### src/rtl/ald_pkg.sv
package ald_pkg;
    typedef enum logic {
        CHK_RELOAD   = 1'b0,
        CHK_RECOVER  = 1'b1
    } chk_kind_e;
endpackage

### src/rtl/ald_match.sv
module ald_match #(
    parameter int ENTRIES = 16,
    parameter int KEY_W   = 6
) (
    input  logic [ENTRIES-1:0]            live,
    input  logic [ENTRIES-1:0][KEY_W-1:0] keys,
    input  logic [KEY_W-1:0]              probe,
    output logic [ENTRIES-1:0]            hit
);
    for (genvar i = 0; i < ENTRIES; i++) begin : g_cmp
        assign hit[i] = live[i] && (keys[i] == probe);
    end
endmodule

### src/rtl/ald_victim.sv
module ald_victim #(
    parameter int ENTRIES = 16,
    localparam int IDX_W  = $clog2(ENTRIES)
) (
    input  logic [ENTRIES-1:0] live,
    input  logic [ENTRIES-1:0] same_reg,
    input  logic [IDX_W-1:0]   rr_ptr,
    output logic [IDX_W-1:0]   slot,
    output logic               evict
);
    logic             found_same;
    logic             found_free;
    logic [IDX_W-1:0] same_idx;
    logic [IDX_W-1:0] free_idx;

    always_comb begin
        found_same = 1'b0;
        found_free = 1'b0;
        same_idx   = '0;
        free_idx   = '0;
        for (int i = ENTRIES - 1; i >= 0; i--) begin
            if (same_reg[i]) begin
                found_same = 1'b1;
                same_idx   = IDX_W'(i);
            end
            if (!live[i]) begin
                found_free = 1'b1;
                free_idx   = IDX_W'(i);
            end
        end
        if (found_same) begin
            slot  = same_idx;
            evict = 1'b0;
        end else if (found_free) begin
            slot  = free_idx;
            evict = 1'b0;
        end else begin
            slot  = rr_ptr;
            evict = 1'b1;
        end
    end
endmodule

### src/rtl/ald_table.sv
module ald_table
    import ald_pkg::*;
#(
    parameter int ENTRIES  = 16,
    parameter int TAG_W    = 6,
    parameter int AW       = 32,
    parameter int LINE_LSB = 3,
    localparam int IDX_W   = $clog2(ENTRIES),
    localparam int LINE_W  = AW - LINE_LSB
) (
    input  logic             clk,
    input  logic             rst_n,
    input  logic             alloc_valid,
    input  logic [TAG_W-1:0] alloc_reg,
    input  logic [AW-1:0]    alloc_addr,
    input  logic             store_valid,
    input  logic [AW-1:0]    store_addr,
    input  logic             chk_valid,
    input  logic [TAG_W-1:0] chk_reg,
    input  logic             chk_kind,
    output logic             rsp_valid,
    output logic             rsp_hit,
    output logic             rsp_reload,
    output logic             rsp_redirect
);
    typedef struct packed {
        logic [ENTRIES-1:0]             valid;
        logic [ENTRIES-1:0][TAG_W-1:0]  tag;
        logic [ENTRIES-1:0][LINE_W-1:0] line;
        logic [IDX_W-1:0]               rr_ptr;
        logic                           rsp_valid;
        logic                           rsp_hit;
        logic                           rsp_reload;
        logic                           rsp_redirect;
    } state_t;

    state_t q, d;

    logic [ENTRIES-1:0] chk_hit, alc_hit, st_hit;
    logic [IDX_W-1:0]   alc_slot;
    logic               alc_evict;
    logic               chk_survives;
    chk_kind_e          kind;

    assign kind = chk_kind_e'(chk_kind);

    ald_match #(.ENTRIES(ENTRIES), .KEY_W(TAG_W)) u_chk_match (
        .live(q.valid), .keys(q.tag), .probe(chk_reg), .hit(chk_hit)
    );
    ald_match #(.ENTRIES(ENTRIES), .KEY_W(TAG_W)) u_alc_match (
        .live(q.valid), .keys(q.tag), .probe(alloc_reg), .hit(alc_hit)
    );
    ald_match #(.ENTRIES(ENTRIES), .KEY_W(LINE_W)) u_st_match (
        .live(q.valid), .keys(q.line), .probe(store_addr[AW-1:LINE_LSB]), .hit(st_hit)
    );

    ald_victim #(.ENTRIES(ENTRIES)) u_victim (
        .live(q.valid), .same_reg(alc_hit), .rr_ptr(q.rr_ptr),
        .slot(alc_slot), .evict(alc_evict)
    );

    always_comb begin
        d = q;
        // store acts first, then the check reads and consumes
        chk_survives   = |(chk_hit & ~(store_valid ? st_hit : '0));
        d.rsp_valid    = chk_valid;
        d.rsp_hit      = chk_valid && chk_survives;
        d.rsp_reload   = chk_valid && !chk_survives && (kind == CHK_RELOAD);
        d.rsp_redirect = chk_valid && !chk_survives && (kind == CHK_RECOVER);
        if (store_valid) d.valid = d.valid & ~st_hit;
        if (chk_valid)   d.valid = d.valid & ~chk_hit;
        // allocation acts last
        if (alloc_valid) begin
            d.valid[alc_slot] = 1'b1;
            d.tag[alc_slot]   = alloc_reg;
            d.line[alc_slot]  = alloc_addr[AW-1:LINE_LSB];
            if (alc_evict) begin
                d.rr_ptr = (q.rr_ptr == IDX_W'(ENTRIES - 1)) ? '0 : q.rr_ptr + 1'b1;
            end
        end
    end

    always_ff @(posedge clk or negedge rst_n) begin
        if (!rst_n) q <= '0;
        else        q <= d;
    end

    assign rsp_valid    = q.rsp_valid;
    assign rsp_hit      = q.rsp_hit;
    assign rsp_reload   = q.rsp_reload;
    assign rsp_redirect = q.rsp_redirect;

    // exactly one outcome flag per response
    p_one_outcome_r6: assert property (@(posedge clk) disable iff (!rst_n)
        $countones({rsp_hit, rsp_reload, rsp_redirect}) == (rsp_valid ? 1 : 0));

    // a redirect is raised only for a branch-kind check
    p_redirect_kind_r5: assert property (@(posedge clk) disable iff (!rst_n)
        (chk_valid && chk_kind == 1'b0) |=> !rsp_redirect);

    // a reload is raised only for a load-kind check
    p_reload_kind_r4: assert property (@(posedge clk) disable iff (!rst_n)
        (chk_valid && chk_kind == 1'b1) |=> !rsp_reload);

    // an allocated slot is live in the next cycle
    p_alloc_live_r2: assert property (@(posedge clk) disable iff (!rst_n)
        alloc_valid |=> q.valid[$past(alc_slot)]);

    // a check leaves no live entry for its register unless re-allocated
    p_consume_r7: assert property (@(posedge clk) disable iff (!rst_n)
        (chk_valid && !(alloc_valid && alloc_reg == chk_reg)) |=>
            ((q.valid & chk_hit) == '0 || $changed(chk_reg)) || !$stable(chk_reg) || 1'b1 == ((q.valid & chk_hit) == '0));

    for (genvar i = 0; i < ENTRIES; i++) begin : g_sva
        // a matching store kills the entry unless it is re-allocated
        p_store_kill_r3: assert property (@(posedge clk) disable iff (!rst_n)
            (store_valid && st_hit[i] && !(alloc_valid && alc_slot == IDX_W'(i)))
                |=> !q.valid[i]);
    end
endmodule

### config.mk
export PLATFORM = sky130hd
export DESIGN_NAME = ald_table
export DESIGN_NICKNAME = d
export VERILOG_FILES = /design/src/rtl/ald_pkg.sv /design/src/rtl/ald_match.sv /design/src/rtl/ald_victim.sv /design/src/rtl/ald_table.sv
export SDC_FILE = /design/constraint.sdc
export NUM_CORES = 1
export LEC_CHECK = 0
export ABC_AREA = 1
export BUFFER_PORTS_ARGS = -buffer_cell sky130_fd_sc_hd__buf_2
export CORE_ASPECT_RATIO = 0.75
export CORE_MARGIN = 2
export CORE_UTILIZATION = 37
export CTS_CLUSTER_SIZE = 28
export DETAILED_ROUTE_END_ITERATION = 8
export GPL_TIMING_DRIVEN = 0
export HOLD_SLACK_MARGIN = 0.06
export SYNTH_ARGS = -nofsm -noshare
export SYNTH_HDL_FRONTEND = slang
export SYNTH_HIERARCHICAL = 1
export SYNTH_SLANG_ARGS = --single-unit
### constraint.sdc
create_clock -name clk -period 5.3 [get_ports clk]
set_clock_uncertainty 0.2 [all_clocks]
set_input_delay 1.06 -clock clk [delete_from_list [all_inputs] [get_ports clk]]
set_output_delay 1.06 -clock clk [all_outputs]
set_load 0.03 [all_outputs]
* Word level (Yosys, flattened, before mapping)
Cells that the tools add are included.
** Storage, ports and cells
- Word-level logic and storage cells :: 236
- Register bits :: 584
- Input port bits :: 82
- Output and inout port bits :: 4
** Cells by class
- Mux-type cells :: 82
- $add $sub $neg :: 1
- Reduce and logical (&&, ||, !) cells :: 56
- Order comparisons :: 2
- Equal/unequal tests :: 49
- Bitwise gates (word level) :: 8
** Operators with widths (number)
- $mux 580 :: 1
- $bwmux 464 :: 1
- $eq 29x29->1 :: 16
- $eq 6x6->1 :: 32
- $mux 4 :: 36
- $demux 29 s4 :: 1
- $bwmux 96 :: 1
- $logic_and 1x1->1 :: 53
- $and 16x16->16 :: 3
- $mux 16 :: 3
- $not 16->16 :: 3
- $mux 1 :: 35
- $mux 29 :: 1
- $demux 6 s4 :: 1
- $or 16x16->16 :: 1
- $reduce_or 16->1 :: 1
- $mux 6 :: 1
- $lt 4x5->1 const B :: 1
- $add 4x1->4 const B :: 1
- $demux 1 s4 :: 1
- $eq 4x4->1 const B :: 1
- $ge 4x1->1 const B :: 1
- $reduce_and 2->1 :: 1
- $logic_not 1->1 :: 1
- $not 1->1 :: 1

* Logic depth before layout (Yosys ltp)
Gate-level depths: netlist of the first run.
- Depth in word-level cells :: 25
- Gate-level depth with buffers :: 32

* By module
The synthesis of the first run kept the hierarchy.
** Modules (own cells, without submodules)
- ald_table :: area an instance 21023.9 um2, times used 1, seq. area each 14614.0 um2, cells each 2037
- ald_match (u_st_match) :: area an instance 8673.3 um2, times used 1, seq. area each 0.0 um2, cells each 2211
- ald_match (u_alc_match ...) :: area an instance 1886.8 um2, times used 2, seq. area each 0.0 um2, cells each 478
- ald_victim :: area an instance 488.0 um2, times used 1, seq. area each 0.0 um2, cells each 105

* Worst setup path after synthesis of the first run
No wires, ideal clock.
- Path kind :: input to register
- From :: in alloc_reg[5]
- To :: reg (tool-made name)
- Buffers on the path :: 3
- Cell stages on the path :: 21
- Data required time :: 4.964 ns
- Setup slack :: 1.596 ns
- Arrival time :: 3.367 ns
- Path through :: buf_2 inv_2 buf_4 nand2_1 nand2_1 nand3_1 nor2_1 or2_4 nor3_4 inv_2 nor2_4 nand2_2 nor2_2 nand2_2 o221ai_2 nand2_2 inv_2 nand3_1 clkbuf_1 nand2_1 o21ai_0
** RTL lines
- from (decl) :: RTL line ald_table.sv:14 : input logic [TAG_W-1:0] alloc_reg,

==> results_dict.tcl, run 1 <==
set metrics [dict create \
    status "completed" \
    cts_hold_buf 0 \
    postCtsSetupRepairBufs 0 \
    async_flop_share_pct 100.0 \
    port_buffers 59 \
    io_pins 86 \
    drive_gt1_share_pct 7.316 \
    dieArea_um2 94250 \
    synth_seq_area_share_pct 43.03 \
    finish.utilization_pct 41.83 \
    synthTopCellsByArea "dfrtp_1 43%, nand2_1 24%, nor2_1 8.3%" \
    synth-edff-count 0 \
    fp.dieW_um 353.8 \
    synth_fp_nets 5392 \
    rsz0062_at_grt "false" \
    worstPathMaxFanout 10 \
    grt_max_degree 114 \
    track_usage_pct 32.03 \
    worstSkewPairLatency_ps 650 \
    netlist_area_um2 33960 \
    initial_core_util_pct 37.25 \
    synth_cell_types 33 \
    max_freq_mhz 213.7 \
    antenna_found_initial 4 \
    cts_buffers 66 \
    relSlewSlack_pct 3.576 \
    nets 5524 \
    wl_per_cell_um 22.67 \
    yosys-top-cells-count "2,212 x nand2_1, 749 x nor2_1, 656 x inv_1" \
    fillers 9717 \
    finalCritPeriodShare_pct 88.30 \
    finalSetupTns_ps 0 \
    synth-seq-cells 584 \
    clock-root-buffer "clkbuf_16" \
    dpl_cell_area_um2 35930 \
    yosys_warnings 6 \
    clkTransAtPathRegs_ps 60 \
    post-synth-top-count-cell "nand2_1" \
    coreArea_um2 91170 \
    syn_area_per_cell_um2 6.396 \
    min_path_type "in -> async" \
    combPwrFrac_pct 38.5 \
    multi_input_area_um2 15400 \
    synthCells 5309 \
    power.switching_w 0.009098 \
    vias 35391 \
    power_density_nw_per_um2 541.3 \
    die-height_um 266.4 \
    ant_nets 0 \
    htreeDepth 3 \
    register_area_um2 14610 \
    drt-initial-drc-count 4688 \
    post_cts_resized 0 \
    final-hold-violation-count 0 \
    fin_area_um2 38130 \
    ir_drop_mv 0.3001 \
    dp_hpwl_um 117200 \
    critical_path_required_ps 5580 \
    clockBufferDepth 3 \
    fp-row-count 96 \
    grt_pass1_vias 31636 \
    wirelength_um 152400 \
    dominantRegCellSynth "dfrtp_1" \
    cts_tree "yes" \
    drc_errors 0 \
    cp-start-kind "input pin" \
    grt_first_pass_wirelength_um 217900 \
    path_class "in -> reg" \
    arrival_ps 4960 \
    power_frac_seq_pct 38.5 \
    critPathCaptureType "flip-flop" \
    viasPerCell 5.265 \
    tightest_slew_ps 1446 \
    setup_viol 0 \
    cts.sinks 584 \
    gp_congestion 1.005 \
    overflow 0 \
    p_leak_nw 20.17 \
    maxSlewViolCount 0 \
    area_growth_pct 12.29 \
    p_clk_share_pct 23.0 \
    drtPass1Iterations 6 \
    internal-power_w 0.01154 \
    yosys.area.top_type "dfrtp_1" \
    netlist.area_leader.share_pct 43.03 \
    cap_viol_max_count 0 \
    swShare_pct 44.08 \
    finalCriticalPeriod_ps 4680 \
]
-- cell families after synthesis --
kind of cell | count (synthesis) | share of synthesized area (%)
and+or+nand+nor | 3048 | 34.29
buffers and inverters | 958 | 11.61
AOI/OAI and AO/OA | 713 | 10.89
DFF | 584 | 43.03
xor gates and xnor gates | 5 | 0.1290
adders and majority gates | 1 | 0.03684
-- critical path, cell delays in order --
cell	delay, ps
buf_2	120
buf_2	210
inv_2	220
buf_4	270
nand2_1	80
nand2_1	80
nand3_1	90
nor2_1	340
nor2_1	110
nand2_1	90
inv_1	50
nand4_1	100
inv_1	80
nand4_1	150
inv_1	90
nand2_1	100
o221ai_2	180
nor2_1	500
nand3_1	380
clkbuf_1	390
nand2_1	130
o21ai_0	100
-- area by class of cell --
type / instances / share of cell area [%]
antenna: 2 / 0.01312
buffer: 262 / 3.491
clock buffer: 93 / 4.886
clock inverter: 29 / 0.8662
inverter: 696 / 6.851
multi-input combinational: 3767 / 40.39
sequential: 584 / 38.32
tap: 1225 / 4.019
timing repair buffer: 64 / 1.162
-- path summary, 6_finish.rpt --
| check | startpoint | end | slack, ps | cells after the start |
|---|---|---|---|---|
| worst max-delay path | alloc_reg[5] | flip-flop | 620 | 22 |
| worst min register to register | flip-flop | flip-flop | 290 | 2 |
| worst min-delay path | rst_n | asynchronous set/reset pin | 200 | 1 |
| worst max register to register | q[575]$_DFF_PN0_ | flip-flop | 1190 | 17 |
| max in group asynchronous | rst_n | asynchronous set/reset pin | 3210 | 3 |
| min in group clk | flip-flop | flip-flop | 290 | 2 |
-- per-layer routing --
metal  GRT usage [%]  wire, um  vias to the layer above
met3           8.459     20710                      269
met2           45.44     61420                     2039
met4           11.17      5594                        0
met1           46.66     64640                    16884
li1                -         -                    16199
met5               0         0                        -
-- placed cells by master (no fill, tap or decap), types with 44 or more instances in the layout --
cell type  instances
nand2_1         2212
nor2_1           749
inv_1            656
dfrtp_1          584
o21ai_0          333
a21oi_1          293
buf_2            167
clkbuf_1         121
clkbuf_16         66
nand3_1           55
o21ai_1           44
-- power groups by stage --
stage | Sequential, W | Combinational, W | Clock [W]
3_5_place_dp | 0.00796 | 0.00776 | 0
4_1_cts | 0.00789 | 0.00780 | 0.00479
6_report | 0.00794 | 0.00795 | 0.00475
3_3_place_gp | 0.00792 | 0.00757 | 0
2_1_floorplan | 0.00738 | 0.00559 | 0
5_1_grt | 0.00818 | 0.00897 | 0.00498
-- per-stage QoR --
stage                     hold WS [ps]  std cells  setup WS, ps  total power, W
after floorplan                  253.0       5309          1596         0.01297
after global placement           266.5       6593        -10130         0.01550
after detailed placement         273.0       6598         126.9         0.01572
after CTS                        198.3       6720         769.2         0.02048
after global routing             224.2       6721         393.0         0.02213
final                            199.1       6722         619.8         0.02064
Note: power is estimated with default switching activity, not from simulation.
==> run 2: changes to the inputs <==
CELL_PAD_IN_SITES_DETAIL_PLACEMENT = 0   (was not set)
CELL_PAD_IN_SITES_GLOBAL_PLACEMENT = 2   (was not set)
PLACE_DENSITY = 0.89   (was not set)
SLEW_MARGIN = 30   (was not set)
==> results_dict.tcl, run 2 (synthesized netlist as in run 1, its figures left out) <==
set metrics [dict create \
    status "completed" \
    drive_gt1_share_pct 7.420 \
    cts.sinks 584 \
    ant_nets 0 \
    place_ws_ps 144.5 \
    setup_viol 0 \
    port_buffers 59 \
    path_class "in -> reg" \
    initial_core_util_pct 37.25 \
    drc_errors 0 \
    wirelength_um 161500 \
    gp_congestion 0.9690 \
    critical_path_required_ps 5580 \
    cts_tree "yes" \
    clkTransAtPathRegs_ps 70 \
    cts_hold_buf 0 \
    critPathCaptureType "flip-flop" \
    clockBufferDepth 3 \
    io_pins 86 \
    holdWs_ps 134.9 \
    instances_no_fill 6725 \
    postCtsSetupRepairBufs 0 \
    crit_chain "buf_2 -> buf_2 -> inv_1 -> nand2_1 -> nand2_1 -> nor2_1 -> nand2_1 -> nor2_1 -> nor2_1 -> nand2_1 -> inv_1 -> nand4_1 -> inv_1 -> nand2_2 -> nor2_2 -> nand2_2 -> o221ai_2 -> inv_2 -> nor2_2 -> nand3_1 -> clkbuf_1 -> nand2_1 -> o21ai_0" \
    vias 34837 \
    fp-row-count 96 \
    maxSlewViolCount 0 \
    grt_pass1_vias 31961 \
    worstPathMaxFanout 10 \
    finalCritPeriodShare_pct 87.55 \
    dp_hpwl_um 124700 \
    postLayoutSetupSlackWorst_ps 659.9 \
    overflow 0 \
    p_leak_nw 20.23 \
    fp.dieW_um 353.8 \
    tightest_slew_ps 1130 \
    cap_viol_max_count 0 \
    track_usage_pct 34.09 \
    cp_common_cell "nand2_1" \
    arrival_ps 4920 \
    final_common_cell "nand2_1" \
    final-hold-violation-count 0 \
    ir_drop_mv 0.3374 \
    rsz0062_at_grt "false" \
    power_density_nw_per_um2 544.1 \
    final_cell_mix "2,212 x nand2_1, 749 x nor2_1, 656 x inv_1" \
    dieArea_um2 94250 \
    viasPerCell 5.180 \
    antenna_found_initial 5 \
    area_growth_pct 12.58 \
    crit_slowest_cell "inv_1" \
    cts_buffers 69 \
    drt-initial-drc-count 4202 \
    post_cts_resized 0 \
    finish.utilization_pct 41.94 \
    finalCriticalPeriod_ps 4640 \
    worstSkewPairLatency_ps 650 \
    max_freq_mhz 215.5 \
    coreArea_um2 91170 \
    cp_slowest_stage_delay_ps 500 \
    grt_max_degree 80 \
    relSlewSlack_pct 24.64 \
    finalSetupTns_ps 0 \
    die-height_um 266.4 \
    cp-start-kind "input pin" \
    htreeDepth 3 \
    grt_first_pass_wirelength_um 229000 \
    min_path_type "in -> async" \
    dp_cells 6602 \
    nets 5531 \
    drtPass1Iterations 6 \
    clock-root-buffer "clkbuf_16" \
    wl_per_cell_um 24.01 \
]
run 2: path summary, 6_finish.rpt:
path,depth (start not counted),slack [ps],from,endpoint
max,23,660,alloc_reg[3],flip-flop
min,1,130,rst_n,asynchronous set/reset pin
max reg2reg,15,1110,q[571]$_DFF_PN0_,flip-flop
min reg2reg,2,290,flip-flop,flip-flop
max in group asynchronous,5,2790,rst_n,asynchronous set/reset pin
min in group clk,2,290,flip-flop,flip-flop
run 2: cell type report:
cell class              instances  area [um^2]
multi-input cells            3767        15400
fillers                      9917        52940
clock buffers                 103         2048
diodes                          1        2.502
flip-flops and latches        584        14610
inverters                     696         2613
well taps                    1225         1533
repair buffers                 68        533.0
plain buffers                 262         1336
clock inverters                19        151.4
run 2: stage by stage:
step / power [W] / instance area (um^2)
after floorplan: 0.01297 / 33960
after global placement: 0.01566 / 35790
after detailed placement: 0.01587 / 36030
after CTS: 0.02073 / 38230
after global routing: 0.02231 / 38230
final: 0.02080 / 38230
run 2: critical path: cells and delay by family:
family,cells,cell delay (ps)
compound gates,2,360
simple gates,14,1990
buf+inv,7,1500
run 2: power by group:
part | internal [W] | leakage (nW) | switching, W | total, W
Sequential | 0.00624 | 7.37 | 0.00170 | 0.00794
Combinational | 0.00266 | 11.8 | 0.00536 | 0.00802
Clock | 0.00273 | 1.08 | 0.00212 | 0.00484
run 2: metal layers:
metal	GRT usage (%)	up-vias	share of wire [%]
met5	1.590	-	0.13
met4	12.02	2	3.7
met3	7.281	258	10
met2	49.56	1526	41
met1	49.52	16815	45
li1	-	16236	-
